### src/rtl/gpio_port_pkg.sv
package gpio_port_pkg;

  // Per-pad control bundle produced by one pad cell.
  typedef struct packed {
    logic oe;
    logic dout;
    logic pu;
  } pad_ctrl_t;

  // Reset values of the per-pin registers.
  localparam logic LATCH_RST = 1'b1;  // latch high
  localparam logic AMODE_RST = 1'b1;  // digital
  localparam logic DMODE_RST = 1'b0;  // open-drain

endpackage

### src/rtl/gpio_port_rstsync.sv
module gpio_port_rstsync #(
  parameter int STAGES = 2
) (
  input  logic clk,
  input  logic rst_n,
  output logic rst_sync_n
);

  logic [STAGES-1:0] sync_q;
  logic [STAGES-1:0] sync_d;

  always_comb begin
    sync_d = {sync_q[STAGES-2:0], 1'b1};
  end

  always_ff @(posedge clk or negedge rst_n) begin
    if (!rst_n) begin
      sync_q <= '0;
    end else begin
      sync_q <= sync_d;
    end
  end

  assign rst_sync_n = sync_q[STAGES-1];

endmodule

### src/rtl/gpio_port_regs.sv
module gpio_port_regs
  import gpio_port_pkg::*;
#(
  parameter int W  = 8,
  parameter int IW = 3
) (
  input  logic          clk,
  input  logic          rst_n,
  input  logic          wr_en,
  input  logic          wr_bit,
  input  logic [IW-1:0] wr_idx,
  input  logic [W-1:0]  wr_data,
  input  logic          amode_we,
  input  logic [W-1:0]  amode_wdata,
  input  logic          dmode_we,
  input  logic [W-1:0]  dmode_wdata,
  output logic [W-1:0]  latch_q,
  output logic [W-1:0]  amode_q,
  output logic [W-1:0]  dmode_q
);

  logic [W-1:0] latch_d;
  logic         latch_ce;
  logic [W-1:0] amode_d;
  logic         amode_ce;
  logic [W-1:0] dmode_d;
  logic         dmode_ce;

  // Next-state for the latch: whole byte, or one bit chosen by index.
  always_comb begin
    latch_d  = latch_q;
    latch_ce = wr_en;
    if (wr_bit) begin
      for (int i = 0; i < W; i++) begin
        if (wr_idx == IW'(i)) begin
          latch_d[i] = wr_data[0];
        end
      end
    end else begin
      latch_d = wr_data;
    end
  end

  always_comb begin
    amode_ce = amode_we;
    amode_d  = amode_wdata;
    dmode_ce = dmode_we;
    dmode_d  = dmode_wdata;
  end

  always_ff @(posedge clk or negedge rst_n) begin
    if (!rst_n) begin
      latch_q <= {W{LATCH_RST}};
    end else if (latch_ce) begin
      latch_q <= latch_d;
    end
  end

  always_ff @(posedge clk or negedge rst_n) begin
    if (!rst_n) begin
      amode_q <= {W{AMODE_RST}};
    end else if (amode_ce) begin
      amode_q <= amode_d;
    end
  end

  always_ff @(posedge clk or negedge rst_n) begin
    if (!rst_n) begin
      dmode_q <= {W{DMODE_RST}};
    end else if (dmode_ce) begin
      dmode_q <= dmode_d;
    end
  end

endmodule

### src/rtl/gpio_port_padcell.sv
module gpio_port_padcell
  import gpio_port_pkg::*;
(
  input  logic      latch_bit,
  input  logic      digital,
  input  logic      push_pull,
  input  logic      psel,
  input  logic      pout,
  input  logic      pu_dis,
  input  logic      pin,
  output pad_ctrl_t ctrl,
  output logic      rx
);

  logic drv_val;
  logic drives_low;

  always_comb begin
    // Source of the drive value: peripheral when assigned, else latch.
    drv_val = psel ? pout : latch_bit;

    ctrl.oe   = 1'b0;
    ctrl.dout = 1'b0;
    if (digital) begin
      if (push_pull) begin
        ctrl.oe   = 1'b1;
        ctrl.dout = drv_val;
      end else begin
        ctrl.oe   = ~drv_val;
        ctrl.dout = 1'b0;
      end
    end

    drives_low = ctrl.oe & ~ctrl.dout;
    ctrl.pu    = digital & ~pu_dis & ~drives_low;

    // Digital receiver is off for analog pins.
    rx = digital & pin;
  end

endmodule

### src/rtl/gpio_port_rdmux.sv
module gpio_port_rdmux #(
  parameter int W = 8
) (
  input  logic         rd_rmw,
  input  logic [W-1:0] latch_q,
  input  logic [W-1:0] rx,
  output logic [W-1:0] rd_data
);

  always_comb begin
    rd_data = rd_rmw ? latch_q : rx;
  end

endmodule

### src/rtl/gpio_port.sv
module gpio_port
  import gpio_port_pkg::*;
#(
  parameter int WIDTH = 8,
  parameter int IDX_W = (WIDTH > 1) ? $clog2(WIDTH) : 1
) (
  input  logic             clk,
  input  logic             rst_n,
  input  logic             wr_en,
  input  logic             wr_bit,
  input  logic [IDX_W-1:0] wr_idx,
  input  logic [WIDTH-1:0] wr_data,
  input  logic             amode_we,
  input  logic [WIDTH-1:0] amode_wdata,
  input  logic             dmode_we,
  input  logic [WIDTH-1:0] dmode_wdata,
  input  logic             pullup_off,
  input  logic             rd_rmw,
  output logic [WIDTH-1:0] rd_data,
  input  logic [WIDTH-1:0] pin_in,
  input  logic [WIDTH-1:0] periph_sel,
  input  logic [WIDTH-1:0] periph_out,
  output logic [WIDTH-1:0] pad_oe,
  output logic [WIDTH-1:0] pad_do,
  output logic [WIDTH-1:0] pad_pu
);

  logic             rst_sync_n;
  logic [WIDTH-1:0] latch_q;
  logic [WIDTH-1:0] amode_q;
  logic [WIDTH-1:0] dmode_q;
  logic [WIDTH-1:0] rx;
  pad_ctrl_t        ctrl [WIDTH];

  gpio_port_rstsync #(.STAGES(2)) u_rst (
    .clk        (clk),
    .rst_n      (rst_n),
    .rst_sync_n (rst_sync_n)
  );

  gpio_port_regs #(.W(WIDTH), .IW(IDX_W)) u_regs (
    .clk         (clk),
    .rst_n       (rst_sync_n),
    .wr_en       (wr_en),
    .wr_bit      (wr_bit),
    .wr_idx      (wr_idx),
    .wr_data     (wr_data),
    .amode_we    (amode_we),
    .amode_wdata (amode_wdata),
    .dmode_we    (dmode_we),
    .dmode_wdata (dmode_wdata),
    .latch_q     (latch_q),
    .amode_q     (amode_q),
    .dmode_q     (dmode_q)
  );

  for (genvar g = 0; g < WIDTH; g++) begin : g_pad
    gpio_port_padcell u_cell (
      .latch_bit (latch_q[g]),
      .digital   (amode_q[g]),
      .push_pull (dmode_q[g]),
      .psel      (periph_sel[g]),
      .pout      (periph_out[g]),
      .pu_dis    (pullup_off),
      .pin       (pin_in[g]),
      .ctrl      (ctrl[g]),
      .rx        (rx[g])
    );
    assign pad_oe[g] = ctrl[g].oe;
    assign pad_do[g] = ctrl[g].dout;
    assign pad_pu[g] = ctrl[g].pu;
  end

  gpio_port_rdmux #(.W(WIDTH)) u_rd (
    .rd_rmw  (rd_rmw),
    .latch_q (latch_q),
    .rx      (rx),
    .rd_data (rd_data)
  );

endmodule

### config.mk
export PLATFORM = sky130hd
export DESIGN_NAME = gpio_port
export DESIGN_NICKNAME = d
export VERILOG_FILES = /design/src/rtl/gpio_port_pkg.sv /design/src/rtl/gpio_port_rstsync.sv /design/src/rtl/gpio_port_regs.sv /design/src/rtl/gpio_port_padcell.sv /design/src/rtl/gpio_port_rdmux.sv /design/src/rtl/gpio_port.sv
export SDC_FILE = /design/constraint.sdc
export NUM_CORES = 1
export LEC_CHECK = 0
export ABC_AREA = 1
export BUFFER_PORTS_ARGS = -buffer_cell sky130_fd_sc_hd__buf_4
export CAP_MARGIN = 30
export CORE_ASPECT_RATIO = 2
export CORE_MARGIN = 2
export CORE_UTILIZATION = 48
export CTS_CLUSTER_DIAMETER = 60
export DETAILED_ROUTE_END_ITERATION = 16
export PLACE_DENSITY = 0.85
export SLEW_MARGIN = 20
export SYNTH_ARGS = -nofsm -noshare
export SYNTH_HDL_FRONTEND = slang
export SYNTH_HIERARCHICAL = 1
export SYNTH_SLANG_ARGS = --single-unit
### constraint.sdc
create_clock -name clk -period 1.75 [get_ports clk]
set_input_delay 0.4375 -clock clk [delete_from_list [all_inputs] [get_ports clk]]
set_output_delay 0.4375 -clock clk [all_outputs]
set_load 0.05 [all_outputs]
-- After elaboration in Yosys (flattened, before gate mapping)
Cells that the tools add are included.
- eq/ne operators: 15
- mux-type cells: 34
- bitwise logic cells: 57
- reductions and logical operators: 9
- operator list (cell ; number):
    bitwise AND 1 bit ; 32
    two-way mux 2 bit ; 16
    inverter 1 bit ; 25
    two-way mux 1 bit ; 16
    two-way mux 8 bit ; 2
    inequality test 2 x 1 -> 1 bit (second input constant) ; 8
    AND reduction 2 bit ; 8
    equality test 3 bit (second input constant) ; 4
    equality test 3 x 2 -> 1 bit (second input constant) ; 2
    equality test 3 x 1 -> 1 bit (second input constant) ; 1
    logical NOT 3 bit ; 1
- register bits after elaboration: 26
- bits of input ports: 59
- logic and storage cells: 126

-- Longest topological paths before layout
- depth in word-level cells: 8
- mapped depth: 6

-- Cells and area by module
The synthesis kept the hierarchy.
- by module, submodules not included (module ; times used ; cells an instance ; area an instance (um^2) ; seq. area each (um^2)):
    gpio_port_regs ; 1 ; 111 ; 1136.1 ; 620.6
    gpio_port_padcell ; 8 ; 12 ; 46.3 ; 0.0
    gpio_port_rdmux ; 1 ; 26 ; 105.1 ; 0.0
    gpio_port_rstsync ; 1 ; 3 ; 53.8 ; 50.0

-- Worst setup path before layout
No wires, ideal clock.
- kind: reg-to-output
- start point: reg u_regs.latch_q[0]
- end point: out pad_do[0]
- arrival time: 1331 ps
- setup slack: -19 ps
- cell stages (with the launch flop): 5
- buffers on the path: 0
- cell sequence: dfstp_2 -> nand2_1 -> nand2_1 -> nand2_1 -> nor2_1
- longest elaborated chain between the ends: 3
- ends and longest elaborated chain (what ; RTL line ; source):
    from (decl) ; gpio_port_regs.sv:17 ; output logic [W-1:0] latch_q,
    from (signal assigned) ; gpio_port_regs.sv:53 ; latch_q <= {W{LATCH_RST}};
    from (signal assigned) ; gpio_port_regs.sv:55 ; latch_q <= latch_d;
    two-way mux 1 bit ; gpio_port_padcell.sv:20 ; drv_val = psel ? pout : latch_bit;
    two-way mux 2 bit ; gpio_port_padcell.sv:25 ; if (push_pull) begin
    two-way mux 2 bit ; gpio_port_padcell.sv:24 ; if (digital) begin
    to (decl) ; gpio_port.sv:24 ; output logic [WIDTH-1:0] pad_do,
No other way between the ends.

-- Final worst setup path
- start point: reg u_regs.amode_q[5]
- end point: out pad_oe[5]
- longest elaborated chain between the ends: 1
- ends and longest elaborated chain (what ; RTL line ; source):
    from (decl) ; gpio_port_regs.sv:18 ; output logic [W-1:0] amode_q,
    from (signal assigned) ; gpio_port_regs.sv:61 ; amode_q <= {W{AMODE_RST}};
    from (signal assigned) ; gpio_port_regs.sv:63 ; amode_q <= amode_d;
    two-way mux 2 bit ; gpio_port_padcell.sv:24 ;
    to (decl) ; gpio_port.sv:23 ; output logic [WIDTH-1:0] pad_oe,
No other way between the ends.

==> results.py <==
metrics = {
    "synth": {
        "seq_area_frac_synth_pct": 40.3,
        "synth_fp_nets": 295,
        "syn_avg_cell_area_um2": 7.06,
        "yosys.area.top_type": "dfstp_2",
        "synth_top_area_share_pct": 25.2,
        "ys_warn_count": 6,
        "yosys.area_share.simple_pct": 30.6,
        "synth_adder_area_share_pct": 0,
        "synthTopCellsByArea": "dfstp_2, nand2_1, dfrtp_1",
        "ys_types": 17,
        "synth_xor_area_share_pct": 0,
        "muxShareOfSynthArea_pct": 10.8,
        "synthesis.area_um2": 1670,
        "syn-instance-count": 236,
        "ys_ff_latch": 26,
        "synth_top_family_by_area": "simple AND/OR/NAND/NOR gates",
        "synth_compound_area_share_pct": 5.11,
    },
    "clock_tree": {
        "cts_buffers": 3,
        "cts_tree": "done",
        "clkTransAtPathRegs_ps": 90,
        "cts_root_buf": "clkbuf_8",
        "cts_sinks": 26,
        "clock_path_buffers": 2,
        "htreeDepth": 1,
        "clk_latency_ps": 270,
    },
    "sta": {
        "holdWs_ps": 242,
        "rsz0062_at_grt": "true",
        "period_share_pct": 101,
        "fmax_mhz": 568,
        "fin_ws_ps": -10.7,
        "hold_viol": 0,
        "tightestPinTransition_ps": 583,
        "relSlewSlack_pct": 61.2,
        "finalSetupViolations": 3,
        "final_max_slew_viol_count": 0,
        "finalClockSkew_ps": 8.45,
        "period_needed_ps": 1760,
    },
    "status": {
        "violations": "setup timing",
        "outcome": "finished with violations",
    },
    "cells_and_area": {
        "final_util_pct": 77.1,
        "final_cells": 361,
        "drive_above_1_share_pct": 52.0,
        "nFillCells": 235,
        "final_common_cell": "buf_4",
        "fin_nets": 389,
        "final_cell_mix": "buf_4, nand2_1, inv_1",
        "area_growth_pct": 54.7,
        "antenna_cells": 0,
    },
    "die": {
        "num_io_pins": 91,
        "coreArea_um2": 3340,
        "die_w_um": 45.7,
        "dieHeight_um": 87.3,
        "fp.dieArea_um2": 3990,
        "rows": 30,
        "start_util_pct": 49.9,
    },
    "global_routing": {
        "grt_pass1_wl_mm": 6.63,
        "antenna_found_initial": 0,
        "grt_overflow": 0,
        "grt_pass1_vias": 1623,
        "gr-usage-all-layers_pct": 21.9,
        "grt_max_degree": 17,
    },
    "drt": {
        "vias_per_cell": 5.04,
        "drt-total-wl_mm": 4.60,
        "routedWlPerCell_um": 12.7,
        "first_pass_iters": 4,
        "routed-via-count": 1820,
        "drc_errors": 0,
        "drt.antenna.violating_nets": 0,
        "drt_iter0_drc": 22,
    },
    "placement": {
        "port_buffers": 90,
        "dpl.hpwl_mm": 3.49,
        "place_congestion": 0.776,
        "placed_cells": 353,
    },
    "critical_path": {
        "worstPathMaxFanout": 4,
        "reg2reg_slack_ps": 850,
        "worstPathRequired_ps": 1310,
        "path_class": "register to output pin",
        "worstPathArrival_ps": 1320,
        "reg2reg_depth": 1,
        "cp-start-kind": "register",
        "cp-end-kind": "output pin",
    },
    "pwr": {
        "ir_drop_uv": 604,
        "clkPwrFrac_pct": 19.5,
        "combinationalPowerShare_pct": 41.1,
        "p_int_uw": 1220,
        "seqPwrFrac_pct": 39.4,
        "p_switching_uw": 721,
        "power.density_nw_per_um2": 754,
        "sw_frac_of_total_pct": 37.1,
        "power_leakage_uw": 0.00146,
    },
    "flow_run": {
        "maxCapViolCount": 0,
    },
    "worst_hold_path": {
        "min_path_type": "register to async pin",
    },
}
## final timing paths
check	to	start
max	pad_oe[5]	u_regs/amode_q[5]$_DFFE_PN1P_
min	u_regs/dmode_q[5]$_DFFE_PN0P_	u_rst/sync_q[1]$_DFF_PN0_
max reg2reg	u_regs/amode_q[7]$_DFFE_PN1P_	u_rst/sync_q[1]$_DFF_PN0_
min reg2reg	u_regs/dmode_q[5]$_DFFE_PN0P_	u_rst/sync_q[1]$_DFF_PN0_
max in group asynchronous	u_regs/amode_q[7]$_DFFE_PN1P_	u_rst/sync_q[1]$_DFF_PN0_
min in group clk	u_rst/sync_q[1]$_DFF_PN0_	u_rst/sync_q[0]$_DFF_PN0_
## stage by stage
stage,cell area [um2],TNS (ps),power (uW),setup slack (ps)
final,2580,-23.4,1940,-10.7
after global routing,2580,-736,2040,-85.5
after CTS,2420,-3.71,1870,-2.04
after detailed placement,2330,0,1480,232
after global placement,2330,0,1470,234
after floorplan,1670,-363,1220,-18.8
## sequential cells by signal, indices dropped and copies added (netlist names)
signal          count
u_regs/amode_q      8
u_regs/dmode_q      8
u_regs/latch_q      8
u_rst/sync_q        2
## kinds of logic after synthesis
group,count (synthesis)
simple gates,127
mux,16
buf+inv,49
other cells,1
flops,26
compound gates,17
## power by group through the flow
stage / combinational (uW) / sequential [uW] / clock [uW]
6_report: 798 / 765 / 379
4_1_cts: 731 / 758 / 385
5_1_grt: 851 / 776 / 413
3_3_place_gp: 701 / 769 / 0
3_5_place_dp: 713 / 771 / 0
2_1_floorplan: 470 / 753 / 0
## worst max-delay path: stages (launching register included)
cell and delay (ps):
dfstp_2 570, inv_1 70, a21oi_1 180, buf_4 230
## routing by layer
metal,track usage [%],wire length (um),vias to the layer above
li1,-,-,894
met1,20.9,1480,855
met2,44.4,2840,63
met3,1.45,172,8
met4,6.95,101,0
met5,0,0,-
## what timing repair did
action | CTS | global route
endpoints found under the hold margin | 2 | 0
hold buffers | 1 | 0
setup buffers | 2 | 1
pin swaps | 2 | 20
gates resized for setup | 2 | 51
endpoints found under the setup margin | 2 | 19
## Yosys cell counts, drive strengths merged
| master | number |
|---|---|
| dfrtp | 10 |
| mux2 | 16 |
| o21ai | 9 |
| nand2 | 98 |
| buf | 6 |
| a21oi | 8 |
| inv | 43 |
| nand3 | 12 |
| conb | 1 |
| nor2 | 17 |
| dfstp | 16 |
## area by class of cell
| type | count | area (um2) | area share [%] |
|---|---|---|---|
| Multi-Input combinational cell | 161 | 858 | 33.3 |
| Timing Repair Buffer | 95 | 791 | 30.7 |
| Sequential cell | 26 | 671 | 26.0 |
| Clock buffer | 4 | 55.1 | 2.14 |
| Tap cell | 32 | 40.0 | 1.55 |
| Inverter | 43 | 161 | 6.27 |
(Power assumes the default switching activity.)
